--- config.mk ---
export PLATFORM = sky130hd
export DESIGN_NAME = tmu_unit
export DESIGN_NICKNAME = d
export VERILOG_FILES = /design/src/rtl/tmu_pkg.sv /design/src/rtl/tmu_addr_decode.sv /design/src/rtl/tmu_prescaler.sv /design/src/rtl/tmu_channel.sv /design/src/rtl/tmu_unit.sv
export SDC_FILE = /design/constraint.sdc
export NUM_CORES = 1
export LEC_CHECK = 0
export BUFFER_PORTS_ARGS = -buffer_cell sky130_fd_sc_hd__buf_2
export CELL_PAD_IN_SITES_DETAIL_PLACEMENT = 1
export CELL_PAD_IN_SITES_GLOBAL_PLACEMENT = 1
export CORE_MARGIN = 2
export CORE_UTILIZATION = 49
export CTS_CLUSTER_DIAMETER = 80
export DETAILED_ROUTE_END_ITERATION = 6
export GPL_TIMING_DRIVEN = 0
export PLACE_DENSITY = 0.82
export SYNTH_ARGS = -nofsm -noshare
export SYNTH_HDL_FRONTEND = slang
export SYNTH_SLANG_ARGS = --single-unit
--- constraint.sdc ---
create_clock -name clk -period 8.3 [get_ports clk]
set_clock_uncertainty 0.05 [all_clocks]
set_input_delay 0.415 -clock clk [delete_from_list [all_inputs] [get_ports clk]]
set_output_delay 0.415 -clock clk [all_outputs]
set_load 0.02 [all_outputs]
--- src/rtl/tmu_pkg.sv ---
package tmu_pkg;
  localparam int ADDR_W = 12;
  localparam int DATA_W = 32;
  localparam int NCH    = 3;
  localparam int PRE_W  = 10;

  typedef struct packed {
    logic             hit_ocr;
    logic             hit_start;
    logic [NCH-1:0]   hit_ch;
    logic [1:0]       reg_sel;
    logic             illegal;
  } dec_t;

  // divider length for a rate code: 4^(code+1), codes above 4 saturate at 1024
  function automatic logic [PRE_W:0] prescale_div(input logic [2:0] code);
    logic [2:0] c;
    c = (code > 3'd4) ? 3'd4 : code;
    return (PRE_W+1)'(1) << (2 * c + 2);
  endfunction
endpackage

--- src/rtl/tmu_addr_decode.sv ---
module tmu_addr_decode
  import tmu_pkg::*;
#(
  parameter bit HAS_CH2 = 1'b1,
  parameter bit HAS_OCR = 1'b1
) (
  input  logic [ADDR_W-1:0] addr_i,
  input  logic              wr_i,
  input  logic              wbit2_i,
  output dec_t              dec_o
);
  localparam int WIDX_W = ADDR_W - 2;

  logic [WIDX_W-1:0] widx;
  logic [WIDX_W-1:0] rel;

  assign widx = addr_i[ADDR_W-1:2];

  always_comb begin
    dec_o = '0;
    rel   = '0;
    if (widx >= WIDX_W'(8)) begin
      rel = widx - WIDX_W'(8);
      if (!HAS_CH2) dec_o.illegal = 1'b1;
      else if (rel < WIDX_W'(4)) begin
        dec_o.hit_ch[2] = 1'b1;
        dec_o.reg_sel   = rel[1:0];
      end
    end else if (widx >= WIDX_W'(5)) begin
      rel = widx - WIDX_W'(5);
      dec_o.hit_ch[1] = 1'b1;
      dec_o.reg_sel   = rel[1:0];
    end else if (widx >= WIDX_W'(2)) begin
      rel = widx - WIDX_W'(2);
      dec_o.hit_ch[0] = 1'b1;
      dec_o.reg_sel   = rel[1:0];
    end else if (widx == WIDX_W'(1)) begin
      dec_o.hit_start = 1'b1;
      if (!HAS_CH2 && wr_i && wbit2_i) dec_o.illegal = 1'b1;
    end else begin
      if (HAS_OCR) dec_o.hit_ocr = 1'b1;
      else         dec_o.illegal = 1'b1;
    end
  end
endmodule

--- src/rtl/tmu_prescaler.sv ---
module tmu_prescaler
  import tmu_pkg::*;
(
  input  logic       clk,
  input  logic       rst_n,
  input  logic       run_i,
  input  logic       restart_i,
  input  logic [2:0] code_i,
  output logic       tick_o
);
  logic [PRE_W:0]   div;
  logic [PRE_W-1:0] last;
  logic [PRE_W-1:0] pre_q;

  assign div    = prescale_div(code_i);
  assign last   = PRE_W'(div - 1'b1);
  assign tick_o = run_i && !restart_i && (pre_q == last);

  always_ff @(posedge clk) begin
    if (!rst_n)                    pre_q <= '0;
    else if (!run_i || restart_i)  pre_q <= '0;
    else if (pre_q == last)        pre_q <= '0;
    else                           pre_q <= pre_q + 1'b1;
  end

  AST_PRE_BOUND: assert property (@(posedge clk) disable iff (!rst_n)
    pre_q <= last);
endmodule

--- src/rtl/tmu_channel.sv ---
module tmu_channel
  import tmu_pkg::*;
#(
  parameter int CNT_W   = 32,
  parameter bit HAS_CAP = 1'b0
) (
  input  logic             clk,
  input  logic             rst_n,
  input  logic             run_i,
  input  logic             wr_reload_i,
  input  logic             wr_count_i,
  input  logic             wr_ctrl_i,
  input  logic             wr_cap_i,
  input  logic [CNT_W-1:0] wdata_i,
  input  logic [1:0]       rd_sel_i,
  output logic [CNT_W-1:0] rd_data_o,
  output logic             irq_o
);
  logic [CNT_W-1:0] reload_q, cnt_q, cap_q, ctl_word;
  logic [2:0]       psc_q;
  logic             ie_q, flag_q;
  logic             tick, underflow;

  tmu_prescaler u_pre (
    .clk      (clk),
    .rst_n    (rst_n),
    .run_i    (run_i),
    .restart_i(wr_count_i || wr_ctrl_i),
    .code_i   (psc_q),
    .tick_o   (tick)
  );

  assign underflow = tick && (cnt_q == '0);

  always_ff @(posedge clk) begin
    if (!rst_n) begin
      reload_q <= '1;
      cnt_q    <= '1;
      psc_q    <= '0;
      ie_q     <= 1'b0;
      flag_q   <= 1'b0;
    end else begin
      if (wr_reload_i) reload_q <= wdata_i;
      if (wr_count_i)  cnt_q <= wdata_i;
      else if (tick)   cnt_q <= underflow ? reload_q : cnt_q - 1'b1;
      if (underflow)                    flag_q <= 1'b1;
      else if (wr_ctrl_i && !wdata_i[8]) flag_q <= 1'b0;
      if (wr_ctrl_i) begin
        psc_q <= wdata_i[2:0];
        ie_q  <= wdata_i[5];
      end
    end
  end

  generate
    if (HAS_CAP) begin : g_cap
      always_ff @(posedge clk) begin
        if (!rst_n)        cap_q <= '0;
        else if (wr_cap_i) cap_q <= wdata_i;
      end
    end else begin : g_nocap
      assign cap_q = '0;
    end
  endgenerate

  always_comb begin
    ctl_word      = '0;
    ctl_word[8]   = flag_q;
    ctl_word[5]   = ie_q;
    ctl_word[2:0] = psc_q;
    case (rd_sel_i)
      2'd0:    rd_data_o = reload_q;
      2'd1:    rd_data_o = cnt_q;
      2'd2:    rd_data_o = ctl_word;
      default: rd_data_o = cap_q;
    endcase
  end

  assign irq_o = flag_q && ie_q;

  AST_STOP_HOLD: assert property (@(posedge clk) disable iff (!rst_n)
    (!run_i && !wr_count_i) |=> $stable(cnt_q));
  AST_UNDERFLOW_RELOAD: assert property (@(posedge clk) disable iff (!rst_n)
    underflow |=> (flag_q && cnt_q == $past(reload_q)));
  AST_FLAG_CLEAR: assert property (@(posedge clk) disable iff (!rst_n)
    (wr_ctrl_i && !wdata_i[8] && !underflow) |=> !flag_q);
  AST_COUNT_WRITE: assert property (@(posedge clk) disable iff (!rst_n)
    wr_count_i |=> cnt_q == $past(wdata_i));
endmodule

--- src/rtl/tmu_unit.sv ---
module tmu_unit
  import tmu_pkg::*;
#(
  parameter bit HAS_CH2 = 1'b1,
  parameter bit HAS_OCR = 1'b1
) (
  input  logic              clk,
  input  logic              rst_n,
  input  logic              bus_wr,
  input  logic              bus_rd,
  input  logic [ADDR_W-1:0] bus_addr,
  input  logic [DATA_W-1:0] bus_wdata,
  output logic [DATA_W-1:0] bus_rdata,
  output logic [NCH-1:0]    irq_o,
  output logic              err_o
);
  dec_t              dec;
  logic              acc, bad, wr_ok;
  logic [DATA_W-1:0] start_q, rd_val;
  logic              ocr_q;
  logic [DATA_W-1:0] ch_rd [NCH];

  assign acc   = bus_rd || bus_wr;
  assign bad   = acc && dec.illegal;
  assign wr_ok = bus_wr && !dec.illegal;

  tmu_addr_decode #(.HAS_CH2(HAS_CH2), .HAS_OCR(HAS_OCR)) u_dec (
    .addr_i (bus_addr),
    .wr_i   (bus_wr),
    .wbit2_i(bus_wdata[2]),
    .dec_o  (dec)
  );

  generate
    for (genvar i = 0; i < NCH; i++) begin : g_ch
      if (i < 2 || HAS_CH2) begin : g_on
        tmu_channel #(.CNT_W(DATA_W), .HAS_CAP(i == 2)) u_ch (
          .clk        (clk),
          .rst_n      (rst_n),
          .run_i      (start_q[i]),
          .wr_reload_i(wr_ok && dec.hit_ch[i] && dec.reg_sel == 2'd0),
          .wr_count_i (wr_ok && dec.hit_ch[i] && dec.reg_sel == 2'd1),
          .wr_ctrl_i  (wr_ok && dec.hit_ch[i] && dec.reg_sel == 2'd2),
          .wr_cap_i   (wr_ok && dec.hit_ch[i] && dec.reg_sel == 2'd3),
          .wdata_i    (bus_wdata),
          .rd_sel_i   (dec.reg_sel),
          .rd_data_o  (ch_rd[i]),
          .irq_o      (irq_o[i])
        );
      end else begin : g_off
        assign ch_rd[i] = '0;
        assign irq_o[i] = 1'b0;
      end
    end
  endgenerate

  always_comb begin
    rd_val = '0;
    if (!dec.illegal) begin
      if (dec.hit_ocr)        rd_val = {{(DATA_W-1){1'b0}}, ocr_q};
      else if (dec.hit_start) rd_val = start_q;
      else
        for (int i = 0; i < NCH; i++)
          if (dec.hit_ch[i]) rd_val = ch_rd[i];
    end
  end

  always_ff @(posedge clk) begin
    if (!rst_n) begin
      start_q   <= '0;
      ocr_q     <= 1'b0;
      bus_rdata <= '0;
      err_o     <= 1'b0;
    end else begin
      if (wr_ok && dec.hit_start) start_q <= bus_wdata;
      if (wr_ok && dec.hit_ocr)   ocr_q   <= bus_wdata[0];
      bus_rdata <= bus_rd ? rd_val : '0;
      err_o     <= bad;
    end
  end

  AST_DECODE_ONEHOT: assert property (@(posedge clk) disable iff (!rst_n)
    $onehot0({dec.hit_ocr, dec.hit_start, dec.hit_ch}));
  AST_ILLEGAL_KEEPS_START: assert property (@(posedge clk) disable iff (!rst_n)
    bad |=> $stable(start_q));
  AST_ILLEGAL_READ_ZERO: assert property (@(posedge clk) disable iff (!rst_n)
    (bus_rd && dec.illegal) |=> (bus_rdata == '0 && err_o));
  AST_IDLE_RDATA_ZERO: assert property (@(posedge clk) disable iff (!rst_n)
    !bus_rd |=> bus_rdata == '0);
endmodule

After elaboration in Yosys (flattened, before gate mapping)

Index checks and enable logic that the tools add are counted.
Widths: inputs -> output; s select.

Word-level logic and storage cells: 155
Flip-flop bits (word level): 334

$lt $le $gt $ge: 7
Multiplexer cells: 40
Add/sub/neg operators: 15
Bitwise logic cells: 2
Equal/unequal tests: 7
Reduce and logical (&&, ||, !) cells: 58
Shifts and indexed selects: 3

Operator list:

| cell                  | count |
|---|---|
| $mux 32               | 13 |
| $pmux 32 s3           | 3 |
| $logic_not 32->1      | 3 |
| $sub 32x1->32 const B | 3 |
| $add 10x1->10 const B | 3 |
| $eq 10x10->1          | 3 |
| $logic_and 1x1->1     | 30 |
| $shl 1x5->10 const A  | 3 |
| $sub 10x1->10 const B | 3 |
| $add 4x2->5 const B   | 3 |
| $mux 2                | 7 |
| $mux 1                | 13 |
| $mux 3                | 4 |
| $reduce_bool 2->1     | 6 |
| $eq 10x1->1 const B   | 1 |
| $ge 10x2->1 const B   | 1 |
| $ge 10x3->1 const B   | 1 |
| $ge 10x4->1 const B   | 1 |
| $lt 10x3->1 const B   | 1 |
| $sub 10x4->10 const B | 1 |
| $gt 3x3->1 const B    | 3 |
| $reduce_or 3->1       | 3 |
| $logic_not 1->1       | 7 |
| $logic_or 1x1->1      | 6 |
| 8 further kinds       | 10 |

Longest topological paths before layout

Word-level depth: 14
Mapped depth: 13
Mapped depth without buffers: 9

By module

From an unflattened synthesis, not the netlist that was laid out.

Cells, all modules: 2189
Area total of the unflattened synthesis: 18577.8 µm²

Modules (own cells, without submodules):

| module                              | instances | area an instance (µm²) | cells an instance | seq. area each (µm²) |
|---|---|---|---|---|
| tmu_channel (g_ch[0].g_on.u_ch ...) | 2         | 4021.4                 | 494               | 1381.3 |
| tmu_channel (g_ch[2].g_on.u_ch)     | 1         | 5341.4                 | 618               | 2021.9 |
| tmu_unit                            | 1         | 3001.6                 | 330               | 1321.3 |
| tmu_prescaler                       | 3         | 651.9                  | 74                | 200.2 |
| tmu_addr_decode                     | 1         | 236.5                  | 31                | 0.0 |

Worst setup path after synthesis

No wires, ideal clock.

Kind: reg2reg
From: register g_ch[0].g_on.u_ch.cnt_q[0]
To: register g_ch[0].g_on.u_ch.cnt_q[13]
Setup time: 124 ps
Clock period less this slack: 3027 ps
Cell stages (with the launch flop): 12
Arrival: 2852 ps
Path slack: 5273 ps
Data required time: 8126 ps
Path through: dfxtp_1 inv_1 ha_1 or4b_1 or2_2 clkbuf_1 or4_4 buf_6 buf_6 o21ai_2 a21oi_1 a2111o_1

Cells in the longest elaborated chain, start to end: 5

RTL lines:

| what                                                  | line              | RTL |
|---|---|---|
| from (decl)                                           | tmu_channel.sv:19 | `logic [CNT_W-1:0] reload_q, cnt_q, cap_q, ctl_word;` |
| from (signal assigned)                                | tmu_channel.sv:44 | `if (wr_count_i) cnt_q <= wdata_i;` |
| from (signal assigned)                                | tmu_channel.sv:45 | `else if (tick) cnt_q <= underflow ? reload_q : cnt_q - 1'b1;` |
| branches (longest 2 deep; another with $sub 32x1->32) | -                 |  |
| $mux 32 * (2 in a row)                                | tmu_channel.sv:45 |  |
| $mux 32 *                                             | tmu_channel.sv:44 |  |

Every way passes the cells marked *. The select of a mux whose other input is x is not followed.
A chain may end at the register's enable or synchronous reset.

Final worst setup path

From: input port bus_addr[3]
To: register bus_rdata[2]

Cells in the longest elaborated chain, start to end: 10

RTL lines:

| what                                        | line                                         | RTL |
|---|---|---|
| from (decl)                                 | tmu_unit.sv:11                               | `input logic [ADDR_W-1:0] bus_addr,` |
| $sub 10x4->10, or another cell as far along | tmu_addr_decode.sv:23                        | `rel = widx - WIDX_W'(8);` |
| $lt 10x3->1 or $mux 3 (tied branches)       | tmu_addr_decode.sv:25, tmu_addr_decode.sv:33 |  |
| $mux 2, on equally long branches            | tmu_addr_decode.sv:25, tmu_addr_decode.sv:29 |  |
| $mux 2                                      | tmu_addr_decode.sv:22                        | `if (widx >= WIDX_W'(8)) begin` |
| $eq 2x2->1, or another cell as far along    | tmu_channel.sv:71                            | `case (rd_sel_i)` |
| $pmux 32 s3                                 | tmu_channel.sv:71                            |  |
| $mux 32 (3 in a row)                        | tmu_unit.sv:64                               | `if (dec.hit_ch[i]) rd_val = ch_rd[i];` |
| $mux 32                                     | tmu_unit.sv:61                               | `else if (dec.hit_start) rd_val = start_q;` |
| to (signal assigned)                        | tmu_unit.sv:77                               | `bus_rdata <= bus_rd ? rd_val : '0;` |
| to (decl)                                   | tmu_unit.sv:13                               | `output logic [DATA_W-1:0] bus_rdata,` |

Several ways; a longest one is shown, not always the timed one.

==> impl_metrics.toml <==
[global_route]
grt_usage = 0.412
grt_pass1_vias = 19200
antenna_found_initial = 1
grt_first_pass_wirelength_um = 115000
grt_max_degree = 14
overflow = 0

[timing]
fin_crit_ns = 4.36
fin_tns_setup_ns = 0
setup_viol = 0
maxSlewViolCount = 0
worst-slew-pin-transition_ns = 1.40
fmax_mhz = 229
slew_headroom = 0.0449
rsz0062_at_grt = "false"
hold_violations = 0
period_share = 0.526

[synthesis]
synthCells = 2399
yosys_warnings = 0
ys_seq_area_frac = 0.382
async_flop_share = 0
synth_fa_ha_area_frac = 0.0114
synth-simple-area-share = 0.298
synth_xor_area_frac = 0.0456
synthTopCellsByArea = "dfxtp_1 (38%), nand2_1 (14%), a21oi_1 (5.2%)"
syn-cell-area_mm2 = 0.0175
syn_area_per_cell_um2 = 7.29
synth_top_family_by_area = "simple AND/OR/NAND/NOR gates"
ys_ff_latch = 334
ys_types = 75
synth_edf_count = 0
synth.mux.area_fraction = 0.0275
synth_top_area_frac = 0.382
synth_compound_area_frac = 0.178
yosys.area.top_type = "dfxtp_1"
synth-main-ff-cell = "dfxtp_1"

[setup_path]
cp.arrival_ns = 4.69
r2r_start = "g_ch[1].g_on.u_ch.cnt_q[7]"
worst-setup-path-type = "in2reg"
cp.required_ns = 8.63
end_kind = "flop"
cp_common_cell = "buf_2"
reg2reg_to = "g_ch[1].g_on.u_ch.cnt_q[9]"
r2r_slack_ns = 4.62
r2r_cells = 8
critPathTopFamily = "compound AO/OA/AOI/OAI gates"
critPathMaxStageDelay_ns = 1.14
startpoint_type = "primary input"
critPathMaxFanout = 10
cpMaxStageDelayCell = "a2111oi_0"
cp_num_buf_inv = 4
cp_cell_sequence = "buf_2, inv_1, ha_1, nand2b_1, a31oi_1, a311oi_1, buf_2, buf_2, mux2i_1, o22ai_1, a2111oi_0, nor3_1"

[placement]
dp_hpwl_um = 57900
gp_congestion = 0.985
portBuffers = 52

[final_layout]
diodes = 0
layout_commonest_cell = "nand2_1"
syn_to_final_growth_pct = 12.7
multiInputGateArea_mm2 = 0.00981
fin_nets = 2560
layout.area.seq_mm2 = 0.00669
drive_above_1_share = 0.0673
mostFrequentLayoutCells = "nand2_1 (655), dfxtp_1 (334), a21oi_1 (183), clkbuf_1 (168), nor2_1 (149)"
n_fill_cell = 4588

[floorplan]
die_w_um = 193
coreArea_mm2 = 0.0354
die_h_um = 193
die-area_mm2 = 0.0372
ios = 84
num_rows = 69
initial_core_util = 0.494

[hold_path]
holdPathEnd = "g_ch[2].g_on.u_ch.ie_q"
hp-class = "in2reg"
min-delay-start = "bus_wdata[5]"
min_path_cells = 3

[job]
maxCapViolations = 0

[cts]
cts-hold-fix-buffers = 0
cts_tree = "built"
clk_path_buf_depth = 3
clk_pin_slew_ns = 0.06
cts-htree-levels = 2
clock-sinks = 334
cts_buffers = 41
post-cts-setup-buffer-count = 0
cts_resized = 0
clk_latency_ns = 0.57
cts_root_buf = "clkbuf_16"

[pwr]
p_per_area_mw_per_mm2 = 184
power_mw = 3.62
peakVddDrop_uv = 167
leakage_nw = 7.96

[route]
top_layer = "met4"
route.detailed.drc = 0
met1Wirelength_um = 31000
wl_met3_um = 6150
viasPerCell = 6.49
drtIter0Drc = 1749
post_drt_wl_per_cell_um = 26.0
ant_nets = 0
vias = 19400
drt-total-wl_um = 77500
drt-pass1-iter-count = 5
wl_met2_um = 34600

[run_status]
outcome = "finished, final reports clean"
## where the power goes
group	leakage, nW	total [mW]	switching (mW)	internal, mW
registers	2.70	1.61	0.00172	1.60
logic	4.57	0.136	0.109	0.0271
clock network	0.687	1.88	0.749	1.13
## area by class of cell
type	instances	area share
plain buffers	212	0.0454
clock buffers	59	0.0612
clock inverters	14	0.00882
inverters	30	0.00571
multi-input cells	1825	0.497
flip-flops and latches	334	0.339
well taps	461	0.0293
repair buffers	52	0.0132
## synth_stat cells, types with 45 or more instances
cell	n
a21oi_1	183
clkbuf_1	159
dfxtp_1	334
mux2i_1	47
nand2_1	655
nand3_1	133
nor2_1	149
nor3_1	69
o211ai_1	45
o21ai_0	76
xnor2_1	46
xor2_1	45
## registers in the layout (all words and copies together), names as in the netlist
name                        flops
bus_rdata                      32
g_ch.g_on.u_ch.cap_q           32
g_ch.g_on.u_ch.cnt_q           96
g_ch.g_on.u_ch.flag_q           3
g_ch.g_on.u_ch.ie_q             3
g_ch.g_on.u_ch.psc_q            9
g_ch.g_on.u_ch.reload_q        96
g_ch.g_on.u_ch.u_pre.pre_q     30
ocr_q                           1
start_q                        32
## metal layers
layer | global-route usage | up-vias
met5 | 0 | -
met4 | 0.284 | 0
met1 | 0.519 | 9582
met3 | 0.0650 | 297
met2 | 0.648 | 961
li1 | - | 8547
## stage by stage
stage / setup slack [ns] / utilization / hold slack, ns / cell area, um^2 / instances
floorplan: 5.27 / - / 0.380 / 17500 / 2401
global placement: 3.73 / 0.518 / 0.390 / 18300 / 2914
detailed placement: 3.69 / 0.518 / 0.399 / 18300 / 2914
CTS: 4.22 / 0.557 / 0.0527 / 19700 / 2987
global route: 3.76 / 0.557 / 0.116 / 19700 / 2987
finish: 3.94 / 0.557 / 0.0635 / 19700 / 2987
## worst max path at each step
| stage | start | to | slack, ns | depth (start not counted) |
|---|---|---|---|---|
| 6_report | bus_addr[3] | bus_rdata[2] | 3.94 | 12 |
| 3_5_place_dp | bus_addr[3] | bus_rdata[8] | 3.69 | 12 |
| 5_1_grt | bus_addr[3] | bus_rdata[2] | 3.76 | 12 |
| 4_1_cts | bus_addr[3] | bus_rdata[9] | 4.22 | 13 |
| 3_3_place_gp | bus_addr[3] | bus_rdata[6] | 3.73 | 13 |
| 2_1_floorplan | g_ch[0].g_on.u_ch.cnt_q[0] | g_ch[0].g_on.u_ch.cnt_q[13] | 5.27 | 11 |
## worst register-to-register path, cell delays in order, from the launching register on
cell      delay [ns]
dfxtp_1         0.39
or4_1           0.60
nor3_1          0.71
nand3_1         0.15
or4b_1          0.52
clkbuf_1        0.24
clkbuf_1        0.40
o211ai_1        0.30
nand4_1         0.13
## cells by family after synthesis
kind of cell	count (synthesis)
DFF	334
adders and majority gates	16
xor gates and xnor gates	91
muxes	48
AOI/OAI and AO/OA	485
and+or+nand+nor	1181
other	2
buffers and inverters	242
No activity file was read; power rests on OpenSTA's default activity.
